File: src/rtl/edgeIrqPkg.sv
package edgeIrqPkg;
  localparam int CH_COUNT     = 2;
  localparam int CH_SYNC      = 0;
  localparam int CH_PWR       = 1;
  // control byte field layout: each channel owns three adjacent bits
  localparam int FIELD_BASE   = 1;
  localparam int FIELD_STRIDE = 3;
  localparam int EDGE_OFS     = 0;
  localparam int EN_OFS       = 1;
  localparam int CLR_OFS      = 2;
  localparam int STATUS_SYNC_BIT = 3;

  typedef struct packed {
    logic [CH_COUNT-1:0] riseSel;
    logic [CH_COUNT-1:0] irqEn;
    logic [CH_COUNT-1:0] clrPulse;
  } ctrlStrobes_t;

  function automatic int fieldBit(int ch, int ofs);
    return FIELD_BASE + FIELD_STRIDE * ch + ofs;
  endfunction
endpackage

File: src/rtl/edgeIrqCtrl.sv
module edgeIrqCtrl
  import edgeIrqPkg::*;
#(
  parameter int ADDR_W = 8,
  parameter int DATA_W = 8,
  parameter logic [ADDR_W-1:0] CTRL_ADDR = 'h29
) (
  input  logic              clk,
  input  logic              rstN,
  input  logic [ADDR_W-1:0] busAddr,
  input  logic              busWrEn,
  input  logic [DATA_W-1:0] busWrData,
  output ctrlStrobes_t      strobes
);
  logic wrHit;
  logic [CH_COUNT-1:0] riseReg, enReg, clrReg;
  logic unusedDataBits;

  assign wrHit = busWrEn && (busAddr == CTRL_ADDR);
  assign unusedDataBits = busWrData[0] ^ busWrData[DATA_W-1];

  always_ff @(posedge clk) begin
    if (!rstN) begin
      riseReg <= '0;
      enReg   <= '0;
      clrReg  <= '0;
    end else begin
      clrReg <= '0;
      if (wrHit) begin
        for (int ch = 0; ch < CH_COUNT; ch++) begin
          riseReg[ch] <= busWrData[fieldBit(ch, EDGE_OFS)];
          enReg[ch]   <= busWrData[fieldBit(ch, EN_OFS)];
          clrReg[ch]  <= busWrData[fieldBit(ch, CLR_OFS)];
        end
      end
    end
  end

  assign strobes.riseSel  = riseReg;
  assign strobes.irqEn    = enReg;
  assign strobes.clrPulse = clrReg;
endmodule

File: src/rtl/edgeIrqDatapath.sv
module edgeIrqDatapath
  import edgeIrqPkg::*;
#(
  parameter int SYNC_STAGES = 2
) (
  input  logic                clk,
  input  logic                rstN,
  input  logic [CH_COUNT-1:0] rawIn,
  input  ctrlStrobes_t        strobes,
  output logic [CH_COUNT-1:0] latched,
  output logic [CH_COUNT-1:0] irqN
);
  for (genvar ch = 0; ch < CH_COUNT; ch++) begin : gCh
    logic [SYNC_STAGES-1:0] syncChain;
    logic prevSample, curSample, riseSeen, fallSeen, hit, latchQ;

    assign curSample = syncChain[SYNC_STAGES-1];

    always_ff @(posedge clk) begin
      if (!rstN) begin
        syncChain  <= '0;
        prevSample <= 1'b0;
      end else begin
        syncChain  <= {syncChain[SYNC_STAGES-2:0], rawIn[ch]};
        prevSample <= curSample;
      end
    end

    always_comb begin
      riseSeen = curSample & ~prevSample;
      fallSeen = ~curSample & prevSample;
      hit      = strobes.riseSel[ch] ? riseSeen : fallSeen;
    end

    // a captured edge takes priority over a clear in the same cycle
    always_ff @(posedge clk) begin
      if (!rstN)                       latchQ <= 1'b0;
      else if (hit)                    latchQ <= 1'b1;
      else if (strobes.clrPulse[ch])   latchQ <= 1'b0;
    end

    assign latched[ch] = latchQ;
    assign irqN[ch]    = ~(strobes.irqEn[ch] & latchQ);
  end
endmodule

File: src/rtl/edgeIrqLatch.sv
module edgeIrqLatch
  import edgeIrqPkg::*;
#(
  parameter int ADDR_W = 8,
  parameter int DATA_W = 8,
  parameter logic [ADDR_W-1:0] CTRL_ADDR = 'h29,
  parameter int SYNC_STAGES = 2
) (
  input  logic              clk,
  input  logic              rstN,
  input  logic [ADDR_W-1:0] busAddr,
  input  logic              busWrEn,
  input  logic [DATA_W-1:0] busWrData,
  input  logic              syncIn,
  input  logic              pwrIn,
  output logic              syncIrqN,
  output logic              pwrIrqN,
  output logic [DATA_W-1:0] statusByte
);
  ctrlStrobes_t strobes;
  logic [CH_COUNT-1:0] latched, irqN, rawIn;
  logic unusedPwrLatch;

  assign rawIn[CH_SYNC] = syncIn;
  assign rawIn[CH_PWR]  = pwrIn;

  edgeIrqCtrl #(.ADDR_W(ADDR_W), .DATA_W(DATA_W), .CTRL_ADDR(CTRL_ADDR)) uCtrl (
    .clk(clk), .rstN(rstN), .busAddr(busAddr), .busWrEn(busWrEn),
    .busWrData(busWrData), .strobes(strobes)
  );

  edgeIrqDatapath #(.SYNC_STAGES(SYNC_STAGES)) uData (
    .clk(clk), .rstN(rstN), .rawIn(rawIn), .strobes(strobes),
    .latched(latched), .irqN(irqN)
  );

  assign syncIrqN = irqN[CH_SYNC];
  assign pwrIrqN  = irqN[CH_PWR];
  assign unusedPwrLatch = latched[CH_PWR];

  always_comb begin
    statusByte = '0;
    statusByte[STATUS_SYNC_BIT] = latched[CH_SYNC];
  end
endmodule

File: config.mk
export PLATFORM = sky130hd
export DESIGN_NAME = edgeIrqLatch
export DESIGN_NICKNAME = d
export VERILOG_FILES = /design/src/rtl/edgeIrqPkg.sv /design/src/rtl/edgeIrqCtrl.sv /design/src/rtl/edgeIrqDatapath.sv /design/src/rtl/edgeIrqLatch.sv
export SDC_FILE = /design/constraint.sdc
export NUM_CORES = 1
export LEC_CHECK = 0
export CELL_PAD_IN_SITES_DETAIL_PLACEMENT = 1
export CELL_PAD_IN_SITES_GLOBAL_PLACEMENT = 2
export CORE_MARGIN = 5
export CORE_UTILIZATION = 18
export DETAILED_ROUTE_END_ITERATION = 10
export PLACE_DENSITY_LB_ADDON = 0.2
export SYNTH_ARGS = -nofsm -noshare
export SYNTH_HDL_FRONTEND = slang
export SYNTH_SLANG_ARGS = --single-unit
File: constraint.sdc
create_clock -name clk -period 0.9 [get_ports clk]
set_input_delay 0.135 -clock clk [delete_from_list [all_inputs] [get_ports clk]]
set_output_delay 0.135 -clock clk [all_outputs]
set_load 0.05 [all_outputs]
==> flow_summary.json <==
{
  "drt_drc_violations_left": 0,
  "portBuffers": 21,
  "crit_arrival_ns": 0.86,
  "start_util_pct": 18.82,
  "multi_input_area_um2": 262.8,
  "overflow": 0,
  "antenna_found_initial": 0,
  "cts_max_level": 1,
  "outcome": "finished with violations",
  "total_power_w": 0.001266,
  "cp.required_ns": 0.76,
  "yosysWarnings": 0,
  "internal-power_w": 0.0009678,
  "io_pins": 31,
  "yosys-mux-area-fraction_pct": 6.911,
  "cts_tree": "yes",
  "violations": "setup timing",
  "syn_avg_cell_area_um2": 9.497,
  "end_kind": "primary output",
  "grt_setup_unrepaired": "yes",
  "max_stage_delay_ns": 0.34,
  "synth_xor_area_share_pct": 0,
  "diodes": 0,
  "drive_above_1_share_pct": 26.19,
  "crit_family": "flip-flops",
  "dieArea_um2": 4453,
  "synth_fa_ha_area_share_pct": 0,
  "min_path_type": "input pin to flip-flop",
  "reg2reg_slack_ns": 0.05,
  "critPathSlowestCell": "dfxtp_2",
  "grt_max_degree": 19,
  "avgViaCountPerCell": 3.555,
  "reg2reg_from": "uData.gCh[0].latchQ",
  "r2r_cells": 2,
  "netlist_area_um2": 579.3,
  "grt_pass1_wl_um": 1980,
  "clock.fmax_ghz": 1.004,
  "pwr_density_cell_nw_per_um2": 1392,
  "worst_slack_ns": -0.09611,
  "area.growth.synth_to_final_pct": 57.02,
  "synth-simple-area-share_pct": 27.21,
  "path_max_fanout": 3,
  "whs_ns": 0.3851,
  "gp_congestion": 0.5733,
  "die_y_um": 66.73,
  "seqPwrFrac_pct": 50.6,
  "path_buf_inv": 2,
  "drtAntennaViolNets": 0,
  "synth.distinct_cells": 16,
  "ys_ff_latch": 14,
  "timing.rr.end": "uData.gCh[0].latchQ",
  "clkPwrFrac_pct": 34.4,
  "synth_compound_area_share_pct": 3.024,
  "min-delay-start": "busWrEn",
  "p_switching_w": 0.0002984,
  "dp_hpwl_um": 943.4,
  "setup_viol": 3,
  "layout_min_cycle_time_ns": 0.9961,
  "clock_tree.buffer_depth": 2,
  "seq_area_um2": 285.3,
  "maxCapViolations": 0,
  "clock-sinks": 14,
  "slew_viol_final": 0,
  "tns_ns": -0.2352,
  "root_buffer": "clkbuf_4",
  "setup.worst_path.start_class": "flip-flop",
  "cts_hold_buffers": 0,
  "cts_buffers": 3,
  "peakVddDrop_uv": 307.3,
  "vias": 455,
  "hold_viol": 0,
  "wirelength_um": 1206,
  "pre_cts_ws_ns": -0.5426,
  "rows": 20,
  "detail_route.iter0.violations": 9,
  "final_nets": 106,
  "critical_path_class": "flip-flop to primary output",
  "pwr-share-comb_pct": 15.0,
  "finalCritPeriodShare_pct": 110.7,
  "worstPathCellList": "buf_6 -> buf_12",
  "holdPathStages": 4,
  "synth_top_family_by_area": "simple AND/OR/NAND/NOR gates",
  "wl_per_cell_um": 9.422,
  "num-fill-cells": 368,
  "post_cts_buffers": 0,
  "grt_pass1_vias": 494,
  "swShare_pct": 23.57,
  "netlist_instances": 61,
  "final.setup_skew_ns": 0.002166,
  "hold_end": "uCtrl.enReg[1]",
  "drtPass1Iterations": 2,
  "grt_usage_pct": 5.996,
  "fp.coreArea_um2": 3078,
  "path_clk_slew_ns": 0.08,
  "clk_latency_ns": 0.27,
  "leakage_nw": 0.3901,
  "synth-seq-area-share_pct": 48.38,
  "die_w_um": 66.73
}
==> worst reg2reg max path, delay by kind of cell (launching register included) <==
kind	cells	cell delay (ns)
compound gates	1	0.28
flops	1	0.34
simple gates	1	0.12
==> placed cells by master, fill, tap and decap left out <==
cell / instances
nor3b_2: 1
nand2_1: 10
clkbuf_8: 1
dfxtp_2: 4
nor4bb_2: 1
and4b_1: 1
mux2i_1: 4
o31a_1: 2
nand2_2: 2
dlymetal6s2s_1: 2
nor3b_1: 2
nor2_1: 2
conb_1: 7
clkdlybuf4s50_1: 9
dfxtp_1: 10
and3_4: 1
nor2b_1: 2
buf_12: 4
dlygate4sd2_1: 2
and3_1: 1
buf_6: 2
clkdlybuf4s15_1: 2
and2_1: 6
clkbuf_2: 3
clkbuf_4: 3
==> power groups by stage <==
stage | combinational [W] | sequential [W] | clock, W
after detailed placement | 0.000199 | 0.000654 | 0
after global placement | 0.000198 | 0.000654 | 0
after global routing | 0.000202 | 0.000643 | 0.000493
final | 0.000190 | 0.000640 | 0.000436
after floorplan | 0.000125 | 0.000652 | 0
after CTS | 0.000193 | 0.000640 | 0.000460
==> how the worst max path moves through the flow <==
stage / start / end / slack [ns] / cells past startpoint
global placement: busAddr[5] / uCtrl.riseReg[1] / -0.52 / 5
detailed placement: busAddr[5] / uCtrl.enReg[0] / -0.54 / 5
floorplan: busAddr[4] / uCtrl.enReg[0] / -0.02 / 4
finish: uData.gCh[0].latchQ / statusByte[3] / -0.1 / 2
global route: uData.gCh[0].latchQ / statusByte[3] / -0.13 / 2
CTS: uData.gCh[0].latchQ / statusByte[3] / -0.11 / 2
==> metal layers <==
metal | track usage (%) | share of wire, %
met1 | 7.005 | 46
met2 | 8.787 | 47
met3 | 2.192 | 4.8
met4 | 4.569 | 2.0
met5 | 0 | 0
==> state kept, by name (all words and copies together) (netlist names) <==
name,count
uCtrl.enReg,2
uCtrl.riseReg,2
uData.gCh.syncChain,4
uData.gCh.prevSample,2
uCtrl.clrReg,2
uData.gCh.latchQ,2
==> stage by stage <==
stage	utilization, %	instance area [µm²]	std cells
2_1_floorplan	-	601.8	67
3_3_place_gp	27.68	852.1	124
3_5_place_dp	27.68	852.1	124
4_1_cts	29.51	908.4	128
5_1_grt	29.55	909.6	128
6_report	29.55	909.6	128
==> synth_stat cells, drive strengths merged <==
master | instances | area [µm²]
and2 | 6 | 37.54
and3 | 2 | 12.51
and4b | 1 | 10.01
buf | 10 | 76.32
clkbuf | 1 | 3.750
conb | 1 | 3.750
dfxtp | 14 | 280.3
mux2i | 4 | 40.04
nand2 | 12 | 45.04
nor2 | 2 | 7.510
nor2b | 2 | 12.51
nor3b | 3 | 22.52
nor4bb | 1 | 10.01
o31a | 2 | 17.52
==> layout make-up <==
cell class,instances,area share (%)
Multi-Input combinational cell,42,28.89
Clock buffer,4,3.989
Tap cell,44,6.052
Sequential cell,14,31.36
Timing Repair Buffer,24,29.71
==> cells by family (layout without fill, tap and decap cells) <==
logic type,Yosys count,count (layout)
mux,4,4
buf+inv,11,28
simple gates,29,29
other cells,1,7
flops,14,14
compound gates,2,2
==> repair_timing <==
action / CTS / global route
setup endpoints to repair: 9 / 9
pin swaps: 3 / 4
gates resized for setup: 18 / 10
endpoints found under the hold margin: 0 / 0
Note: power is estimated with default switching activity, not from simulation.
